===== src/rtl/xfer_seq_pkg.sv =====
package xfer_seq_pkg;
  typedef enum logic [1:0] {
    XK_SINGLE = 2'd0,
    XK_MULTI  = 2'd1,
    XK_STREAM = 2'd2,
    XK_RSVD   = 2'd3
  } xfer_kind_e;

  typedef enum logic {
    ST_IDLE = 1'b0,
    ST_RUN  = 1'b1
  } seq_state_e;
endpackage


===== src/rtl/xfer_byte_ctr.sv =====
// Byte position inside the current block; flags the word that closes it.
module xfer_byte_ctr #(
  parameter int DW    = 32,
  parameter int LEN_W = 12
) (
  input  logic             clk,
  input  logic             rst_n,
  input  logic             clr,
  input  logic             adv,
  input  logic [LEN_W-1:0] blk_len,
  output logic [LEN_W-1:0] byte_cnt,
  output logic             blk_end
);
  localparam int STEP = DW / 8;

  logic [LEN_W:0] nxt;

  assign nxt     = {1'b0, byte_cnt} + (LEN_W+1)'(STEP);
  assign blk_end = adv && (nxt >= {1'b0, blk_len});

  always_ff @(posedge clk or negedge rst_n) begin
    if (!rst_n)       byte_cnt <= '0;
    else if (clr)     byte_cnt <= '0;
    else if (adv)     byte_cnt <= blk_end ? '0 : nxt[LEN_W-1:0];
  end
endmodule


===== src/rtl/xfer_blk_ctr.sv =====
// Completed-block count and last-block detection for counted transfers.
module xfer_blk_ctr #(
  parameter int CNT_W = 16
) (
  input  logic             clk,
  input  logic             rst_n,
  input  logic             clr,
  input  logic             inc,
  input  logic [CNT_W-1:0] target,
  output logic [CNT_W-1:0] done_cnt,
  output logic             at_last
);
  logic [CNT_W-1:0] nxt;

  assign nxt     = done_cnt + CNT_W'(1);
  assign at_last = inc && (nxt == target);

  always_ff @(posedge clk or negedge rst_n) begin
    if (!rst_n)    done_cnt <= '0;
    else if (clr)  done_cnt <= '0;
    else if (inc)  done_cnt <= nxt;
  end
endmodule


===== src/rtl/xfer_hold.sv =====
// One-word holding register steered to the DMA handshake or the polled register.
module xfer_hold #(
  parameter int DW = 32
) (
  input  logic          clk,
  input  logic          rst_n,
  input  logic          flush,
  input  logic          load,
  input  logic [DW-1:0] din,
  input  logic          dma_sel,
  input  logic          dma_ack,
  input  logic          reg_pop,
  output logic          full,
  output logic [DW-1:0] dout,
  output logic          dma_req,
  output logic          reg_valid
);
  logic take;

  assign dma_req   = full && dma_sel;
  assign reg_valid = full && !dma_sel;
  assign take      = dma_sel ? (dma_ack && full) : (reg_pop && full);

  always_ff @(posedge clk or negedge rst_n) begin
    if (!rst_n) begin
      full <= 1'b0;
      dout <= '0;
    end else if (flush) begin
      full <= 1'b0;
    end else if (load) begin
      full <= 1'b1;
      dout <= din;
    end else if (take) begin
      full <= 1'b0;
    end
  end
endmodule


===== src/rtl/card_xfer_seq.sv =====
module card_xfer_seq
  import xfer_seq_pkg::*;
#(
  parameter int DW    = 32,
  parameter int LEN_W = 12,
  parameter int CNT_W = 16
) (
  input  logic             clk,
  input  logic             rst_n,
  input  logic [1:0]       cfg_kind,
  input  logic [LEN_W-1:0] cfg_blk_len,
  input  logic [CNT_W-1:0] cfg_blk_cnt,
  input  logic             cfg_dma_sel,
  input  logic             irq_en,
  input  logic             start,
  input  logic             stop_req,
  input  logic             err_in,
  input  logic             in_valid,
  output logic             in_ready,
  input  logic [DW-1:0]    in_data,
  output logic             dma_req,
  input  logic             dma_ack,
  output logic             reg_valid,
  input  logic             reg_pop,
  output logic [DW-1:0]    out_data,
  output logic             busy,
  output logic             blk_done,
  output logic             xfer_done,
  output logic [CNT_W-1:0] blk_count,
  output logic             end_flag,
  output logic             err_flag,
  output logic             stop_needed,
  output logic             irq
);
  seq_state_e       state_q;
  xfer_kind_e       kind_q;
  logic [LEN_W-1:0] len_q;
  logic [CNT_W-1:0] cnt_q;
  logic             dma_q;
  logic             stop_pend_q;
  logic             blk_done_q;
  logic             xfer_done_q;
  logic             end_q;
  logic             err_q;
  logic             stopn_q;

  logic             run;
  logic             go;
  logic             abort;
  logic             acc;
  logic             hold_full;
  logic [LEN_W-1:0] byte_cnt;
  logic             blk_end;
  logic             blk_fin;
  logic             at_last;
  logic             stop_seen;
  logic             fin;

  assign run       = (state_q == ST_RUN);
  assign go        = !run && start;
  assign abort     = run && err_in;
  assign in_ready  = run && !hold_full && !err_in;
  assign acc       = in_valid && in_ready;
  assign blk_fin   = blk_end && (kind_q != XK_STREAM);
  assign stop_seen = stop_pend_q || stop_req;

  xfer_byte_ctr #(.DW(DW), .LEN_W(LEN_W)) u_bytes (
    .clk      (clk),
    .rst_n    (rst_n),
    .clr      (go),
    .adv      (acc),
    .blk_len  (len_q),
    .byte_cnt (byte_cnt),
    .blk_end  (blk_end)
  );

  xfer_blk_ctr #(.CNT_W(CNT_W)) u_blocks (
    .clk      (clk),
    .rst_n    (rst_n),
    .clr      (go),
    .inc      (blk_fin),
    .target   (cnt_q),
    .done_cnt (blk_count),
    .at_last  (at_last)
  );

  xfer_hold #(.DW(DW)) u_hold (
    .clk       (clk),
    .rst_n     (rst_n),
    .flush     (abort),
    .load      (acc),
    .din       (in_data),
    .dma_sel   (dma_q),
    .dma_ack   (dma_ack),
    .reg_pop   (reg_pop),
    .full      (hold_full),
    .dout      (out_data),
    .dma_req   (dma_req),
    .reg_valid (reg_valid)
  );

  // Termination rule per transfer kind.
  always_comb begin
    unique case (kind_q)
      XK_MULTI: begin
        if (cnt_q != '0) fin = at_last;
        else             fin = (blk_fin && stop_seen) ||
                               (stop_seen && (byte_cnt == '0) && !acc);
      end
      XK_STREAM: fin = stop_seen;
      default:   fin = blk_fin;
    endcase
  end

  always_ff @(posedge clk or negedge rst_n) begin
    if (!rst_n) begin
      state_q     <= ST_IDLE;
      kind_q      <= XK_SINGLE;
      len_q       <= '0;
      cnt_q       <= '0;
      dma_q       <= 1'b0;
      stop_pend_q <= 1'b0;
      blk_done_q  <= 1'b0;
      xfer_done_q <= 1'b0;
      end_q       <= 1'b0;
      err_q       <= 1'b0;
      stopn_q     <= 1'b0;
    end else begin
      blk_done_q  <= 1'b0;
      xfer_done_q <= 1'b0;
      unique case (state_q)
        ST_IDLE: begin
          if (start) begin
            state_q     <= ST_RUN;
            kind_q      <= xfer_kind_e'(cfg_kind);
            len_q       <= cfg_blk_len;
            cnt_q       <= cfg_blk_cnt;
            dma_q       <= cfg_dma_sel;
            stop_pend_q <= 1'b0;
            end_q       <= 1'b0;
            err_q       <= 1'b0;
            stopn_q     <= 1'b0;
          end
        end
        ST_RUN: begin
          if (err_in) begin
            state_q <= ST_IDLE;
            err_q   <= 1'b1;
            stopn_q <= (kind_q == XK_MULTI);
          end else begin
            if (stop_req) stop_pend_q <= 1'b1;
            if (blk_fin)  blk_done_q  <= 1'b1;
            if (fin) begin
              state_q     <= ST_IDLE;
              xfer_done_q <= 1'b1;
              end_q       <= 1'b1;
            end
          end
        end
        default: state_q <= ST_IDLE;
      endcase
    end
  end

  assign busy        = run;
  assign blk_done    = blk_done_q;
  assign xfer_done   = xfer_done_q;
  assign end_flag    = end_q;
  assign err_flag    = err_q;
  assign stop_needed = stopn_q;
  assign irq         = end_q && irq_en;
endmodule


===== config.mk =====
export PLATFORM = sky130hd
export DESIGN_NAME = card_xfer_seq
export DESIGN_NICKNAME = d
export VERILOG_FILES = /design/src/rtl/xfer_seq_pkg.sv /design/src/rtl/xfer_byte_ctr.sv /design/src/rtl/xfer_blk_ctr.sv /design/src/rtl/xfer_hold.sv /design/src/rtl/card_xfer_seq.sv
export SDC_FILE = /design/constraint.sdc
export NUM_CORES = 1
export LEC_CHECK = 0
export ABC_CLOCK_PERIOD_IN_PS = 3800
export BUFFER_PORTS_ARGS = -buffer_cell sky130_fd_sc_hd__buf_2
export CAP_MARGIN = 20
export CORE_ASPECT_RATIO = 1.25
export CORE_MARGIN = 8
export CORE_UTILIZATION = 56
export CTS_BUF_LIST = sky130_fd_sc_hd__clkbuf_4
export CTS_CLUSTER_SIZE = 8
export DETAILED_ROUTE_END_ITERATION = 10
export PLACE_DENSITY_LB_ADDON = 0.1
export SYNTH_ARGS = -nofsm -noshare
export SYNTH_HDL_FRONTEND = slang
export SYNTH_SLANG_ARGS = --single-unit

===== constraint.sdc =====
create_clock -name clk -period 3.8 [get_ports clk]
set_clock_uncertainty 0.2 [all_clocks]
set_input_delay 0.76 -clock clk [delete_from_list [all_inputs] [get_ports clk]]
set_output_delay 0.76 -clock clk [all_outputs]
set_load 0.01 [all_outputs]

==> flow_summary.json, run 1 <==
{
  "crit_chain": "and3_1 -> and3_1 -> nand3_1 -> xnor2_1 -> ha_1 -> a21o_1 -> a21oi_1 -> o221a_2 -> a21oi_4 -> buf_4 -> mux2_2 -> mux2i_1",
  "syn-cell-area_um2": 5249,
  "r2r_start": "u_bytes.byte_cnt[4]",
  "critPathKind": "flop to flop",
  "synth-compound-area-share_pct": 10.18,
  "nets": 725,
  "die_h_um": 124.2,
  "hp-class": "input pin to asynchronous set/reset pin",
  "cts_hold_buffers": 0,
  "dp_hpwl_um": 10060,
  "cts_buffers": 9,
  "reg2reg_slack_ns": 0.24,
  "routed_wl_um": 13150,
  "vias": 4237,
  "grt_max_degree": 44,
  "crit_path_end": "u_blocks.done_cnt[9]",
  "max_stage_delay_ns": 0.49,
  "nFillCells": 780,
  "drive_gt1_share_pct": 32.66,
  "ios": 130,
  "area_delta_synth_final_pct": 16.69,
  "synth_top_family_by_area": "simple AND/OR/NAND/NOR gates",
  "routedWlPerCell_um": 17.16,
  "ir_worst_vdd_mv": 0.4415,
  "dieArea_um2": 12750,
  "start_kind": "flop",
  "die_x_um": 102.6,
  "cts_sinks": 97,
  "ys_top_cells_by_area": "dfrtp_1 (46%), mux2_2 (8.4%), nand2_1 (7.1%)",
  "yosysMostFrequentCell": "nand2_1",
  "clock-root-buffer": "clkbuf_4",
  "crit_path_frequent_cell": "and3_1",
  "slew_headroom_pct": 35.04,
  "critPathCaptureType": "flop",
  "antenna_left": 0,
  "clk_pin_slew_ns": 0.16,
  "drc_errors": 0,
  "power_mw": 3.616,
  "rsz0062_at_grt": "no",
  "insertedDiodeCount": 0,
  "synth_top_area_share_pct": 46.25,
  "place_congestion": 0.8761,
  "synth_xor_area_share_pct": 4.005,
  "synth-edff-count": 0,
  "grt_overflow": 0,
  "dr.pass1.iters": 4,
  "clk_latency_ns": 0.47,
  "p_per_area_nw_per_um2": 590.4,
  "hold_viol": 0,
  "r2r_cells": 12,
  "synth_area_leader_cell": "dfrtp_1",
  "required_ns": 3.99,
  "syn_inst": 518,
  "fmaxAchievable_mhz": 281.2,
  "fin_crit_sh_pct": 93.60,
  "core-area_um2": 9125,
  "cap_viol_max_count": 0,
  "reg2reg_to": "u_blocks.done_cnt[9]",
  "ys_ff_latch": 97,
  "cts_tree": "done",
  "initial_utilization_pct": 57.52,
  "grt_antenna_before_repair": 0,
  "yosysSeqAreaShare_pct": 46.25,
  "avgSynthCellArea_um2": 10.13,
  "ys_types": 63,
  "syn_nets": 605,
  "drt_iter0_drc": 184,
  "synth_simple_gate_area_share_pct": 20.17,
  "cp_max_fo": 14,
  "muxShareOfSynthArea_pct": 11.61,
  "synth_commonest_cells": "nand2_1 (99), dfrtp_1 (97), mux2_2 (39), o21ai_0 (24), inv_1 (23)",
  "fin_setup_tns_ns": 0,
  "port_buffers": 129,
  "synth-async-reset-ratio_pct": 100.0,
  "setup_ws_ns": 0.2434,
  "ys.flop_type": "dfrtp_1",
  "worstMarginPinSlew_ns": 0.9744,
  "crit_start": "u_bytes.byte_cnt[4]",
  "cp.arrival_ns": 3.75,
  "htree_levels": 3,
  "synth-adder-area-share_pct": 3.766,
  "finalSetupViolCount": 0,
  "outcome": "complete, no violations",
  "crit_slowest_cell": "dfrtp_1",
  "postCtsSetupBuffers": 0,
  "period_needed_ns": 3.557,
  "dp_slack_ns": 0.3144,
  "grt_pass1_vias": 4331,
  "floorplan.rows": 39,
  "p_leak_nw": 2.998,
  "grtUsageTotal_pct": 21.44,
  "vias_per_cell": 5.531,
  "grt_pass1_wl_um": 21650,
  "clk_path_buf_depth": 2,
  "final-max-slew-violation-count": 0,
  "yosys_warnings": 0,
  "hold_slack_ns": 0.06166,
  "ctsResizeCount": 0
}
==> critical path, delay by kind of cell, from the launching register on <==
kind / cells / cell delay, ns
compound gates: 4 / 0.92
mux: 2 / 0.48
fa+ha+maj: 1 / 0.31
xor+xnor: 1 / 0.18
simple gates: 3 / 0.65
flops: 1 / 0.49
buf+inv: 1 / 0.26
==> state kept, by name, summed over array words and instances (netlist names) <==
| register | flops |
|---|---|
| busy | 1 |
| end_flag | 1 |
| kind_q | 2 |
| u_hold.full | 1 |
| dma_q | 1 |
| stop_needed | 1 |
| u_bytes.byte_cnt | 10 |
| stop_pend_q | 1 |
| err_flag | 1 |
| cnt_q | 16 |
| u_blocks.done_cnt | 16 |
| len_q | 12 |
| blk_done | 1 |
| xfer_done | 1 |
| u_hold.dout | 32 |
==> metrics by stage <==
step           utilization (%)  instance area, um2  cells
3_3_place_gp             65.72                5997    750
5_1_grt                  67.12                6125    766
6_report                 67.12                6125    766
2_1_floorplan                -                5249    518
3_5_place_dp             65.72                5997    750
4_1_cts                  67.12                6125    766
==> cell usage in the layout (no fill, tap or decap), types with 13 or more instances in the layout <==
master / Yosys / final
inv_1: 23 / 23
nor2_1: 20 / 20
dfrtp_1: 97 / 97
mux2i_1: 17 / 17
ha_1: 15 / 15
mux2_2: 39 / 39
o21ai_0: 24 / 24
nand3_1: 13 / 13
buf_2: 7 / 128
xnor2_1: 17 / 17
nand2_1: 99 / 99
==> routing by layer <==
metal	global-route usage [%]	routed length (um)	vias to the layer above
met5	0	0	-
met4	9.532	340	0
met2	36.55	6963	109
li1	-	-	2046
met3	4.362	656	29
met1	24.89	5184	2053
==> worst min-delay path by stage <==
stage	start	endpoint	slack (ns)	cells past startpoint
after floorplan	len_q[0]	len_q[0]	0.24	2
after global placement	len_q[0]	len_q[0]	0.26	2
after detailed placement	len_q[1]	len_q[1]	0.27	2
after CTS	rst_n	len_q[1]	0.06	1
after global routing	rst_n	len_q[0]	0.09	1
final	rst_n	len_q[0]	0.06	1
==> report_power, final <==
part	internal, mW	total [mW]	switching (mW)
Sequential	1.40	1.67	0.275
Clock	0.146	0.528	0.383
Combinational	0.653	1.42	0.763
Total	2.20	3.62	1.42
==> cells by family (layout without fill, tap and decap cells) <==
family	count (synthesis)	count (layout)
buf+inv	49	174
xor+xnor	24	24
mux	56	56
flops	97	97
simple gates	204	204
fa+ha+maj	16	16
compound gates	72	72
==> area by class of cell <==
class | count | area, um2 | area share (%)
multi-input cells | 372 | 2624 | 42.84
clock buffers | 9 | 67.56 | 1.103
well taps | 123 | 153.9 | 2.513
repair buffers | 135 | 705.7 | 11.52
clock inverters | 7 | 60.06 | 0.9806
flip-flops and latches | 97 | 2427 | 39.63
inverters | 23 | 86.33 | 1.410
(Power assumes the default switching activity.)
==> inputs of run 2 (changes only) <==
Settings changed: CORE_UTILIZATION 56 to 45, PLACE_DENSITY from default to 0.69, PLACE_DENSITY_LB_ADDON 0.1 to default.
==> run 2 against run 1 <==
Compared with the run above:
- sequential share of layout area shrank 0.15 points
- global-route usage shrank 3.2 points
- highest routed layer unchanged
- count of clock-buffer cells in the layout is the same
- first-iteration DRC count shrank 6.5%
==> flow_summary.json, run 2 (synthesized netlist as in run 1, its figures left out) <==
{
  "outcome": "complete, no violations",
  "die_h_um": 136.7,
  "p_per_area_nw_per_um2": 596.6,
  "cts_sinks": 97,
  "grt_antenna_before_repair": 0,
  "dp_hpwl_um": 10290,
  "cts_tree": "done",
  "drive_gt1_share_pct": 32.55,
  "finalSetupViolCount": 0,
  "clk_latency_ns": 0.47,
  "switchingPower_mw": 1.460,
  "clock-root-buffer": "clkbuf_4",
  "cts_buffers": 9,
  "htree_levels": 3,
  "p_leak_nw": 3.000,
  "reg_top3": "u_hold.dout: 32 flops, cnt_q: 16 flops, u_blocks.done_cnt: 16 flops",
  "postCtsSetupBuffers": 0,
  "vias_per_cell": 5.459,
  "grt_overflow": 0,
  "hp-class": "input pin to asynchronous set/reset pin",
  "cp_max_fo": 23,
  "fmaxAchievable_mhz": 290.6,
  "vias": 4258,
  "drt_iter0_drc": 172,
  "placed_cell_area_um2": 6008,
  "place_congestion": 0.9799,
  "largest_reg_flops": 32,
  "cp.arrival_ns": 3.61,
  "required_ns": 3.97,
  "ir_worst_vdd_mv": 0.4462,
  "clkPwrFrac_pct": 15.2,
  "clk_path_buf_depth": 2,
  "port_buffers": 129,
  "fin_area_um2": 6148,
  "core-area_um2": 11510,
  "grtUsageTotal_pct": 18.20,
  "critPathKind": "flop to flop",
  "start_kind": "flop",
  "nets": 724,
  "initial_utilization_pct": 45.62,
  "ios": 130,
  "period_needed_ns": 3.441,
  "nFillCells": 1056,
  "grt_pass1_vias": 4562,
  "fin_setup_tns_ns": 0,
  "clk_pin_slew_ns": 0.18,
  "final-max-slew-violation-count": 0,
  "mostFrequentLayoutCells": "buf_2 (128), nand2_1 (99), dfrtp_1 (97), mux2_2 (39), o21ai_0 (24)",
  "dr.pass1.iters": 4,
  "area_delta_synth_final_pct": 17.14,
  "worstMarginPinSlew_ns": 1.032,
  "dieArea_um2": 15400,
  "grt_pass1_wl_um": 22410,
  "ctsResizeCount": 0,
  "p_int_mw": 2.208,
  "dp_slack_ns": 0.4197,
  "layout_commonest_cell": "buf_2",
  "rsz0062_at_grt": "no",
  "setup_ws_ns": 0.3585,
  "insertedDiodeCount": 0,
  "die_x_um": 112.6,
  "antenna_left": 0,
  "grt_max_degree": 53,
  "critPathCaptureType": "flop",
  "routed_wl_um": 13760,
  "slew_headroom_pct": 31.17,
  "swShare_pct": 39.80,
  "hold_viol": 0,
  "floorplan.rows": 44,
  "hold_slack_ns": 0.1082,
  "drc_errors": 0,
  "comb_power_share_pct": 39.2,
  "cts_hold_buffers": 0,
  "largest_register": "u_hold.dout",
  "cap_viol_max_count": 0,
  "routedWlPerCell_um": 17.64,
  "seqPwrFrac_pct": 45.5,
  "fin_crit_sh_pct": 90.57
}
run 2: cell types whose count changed in the layout (fill, tap and decap cells not counted):
cell,previous run,this run
buf_4,6,5
clkinv_2,1,0
clkinv_8,0,1
clkinvlp_4,2,1
inv_6,1,2
run 2: cell type report:
class	instances	area, um2	share of cell area (%)
Inverter	23	86.33	1.404
Clock inverter	7	72.57	1.180
Sequential cell	97	2427	39.48
Tap cell	138	172.7	2.808
Timing Repair Buffer	134	698.2	11.36
Multi-Input combinational cell	372	2624	42.67
Clock buffer	9	67.56	1.099
run 2: final timing paths:
check	start	to	slack, ns	cells past startpoint
setup / recovery	u_bytes.byte_cnt[2]	u_blocks.done_cnt[6]	0.36	11
hold / removal	rst_n	u_blocks.done_cnt[5]	0.11	1
setup reg to reg	u_bytes.byte_cnt[2]	u_blocks.done_cnt[6]	0.36	11
min in group clk	cfg_blk_cnt[3]	cnt_q[3]	0.26	3
hold reg to reg	len_q[0]	len_q[0]	0.30	2
max in group asynchronous	rst_n	u_bytes.byte_cnt[7]	2.45	2
run 2: power by group through the flow:
stage          Sequential (mW)  Combinational, mW  Clock [mW]
2_1_floorplan             1.72              0.853           0
6_report                  1.67               1.44       0.559
5_1_grt                   1.72               1.60       0.616
3_3_place_gp              1.68               1.41           0
3_5_place_dp              1.69               1.45           0
4_1_cts                   1.67               1.46       0.576
run 2: layer usage:
layer,vias to the layer above,GRT usage (%),share of wire (%)
met1,2047,20.11,40
met3,23,4.503,6.6
met2,146,32.82,52
met5,-,0,0
li1,2042,-,-
met4,0,7.363,2.0
run 2: critical path: stages, from the launching register on:
cell and delay (ns):
dfrtp_1 0.46, ha_1 0.30, nand3_1 0.12, xnor2_1 0.31
ha_1 0.34, a21oi_1 0.14, a21boi_0 0.11, o31ai_2 0.54
a21oi_4 0.24, buf_12 0.22, mux2i_1 0.12, a22o_1 0.26
run 2: through the flow:
| step | util (%) | instances | power [mW] |
|---|---|---|---|
| after global routing | 53.44 | 780 | 3.942 |
| after CTS | 53.44 | 780 | 3.710 |
| final | 53.44 | 780 | 3.668 |
| after floorplan | - | 518 | 2.575 |
| after detailed placement | 52.22 | 764 | 3.146 |
| after global placement | 52.22 | 764 | 3.088 |
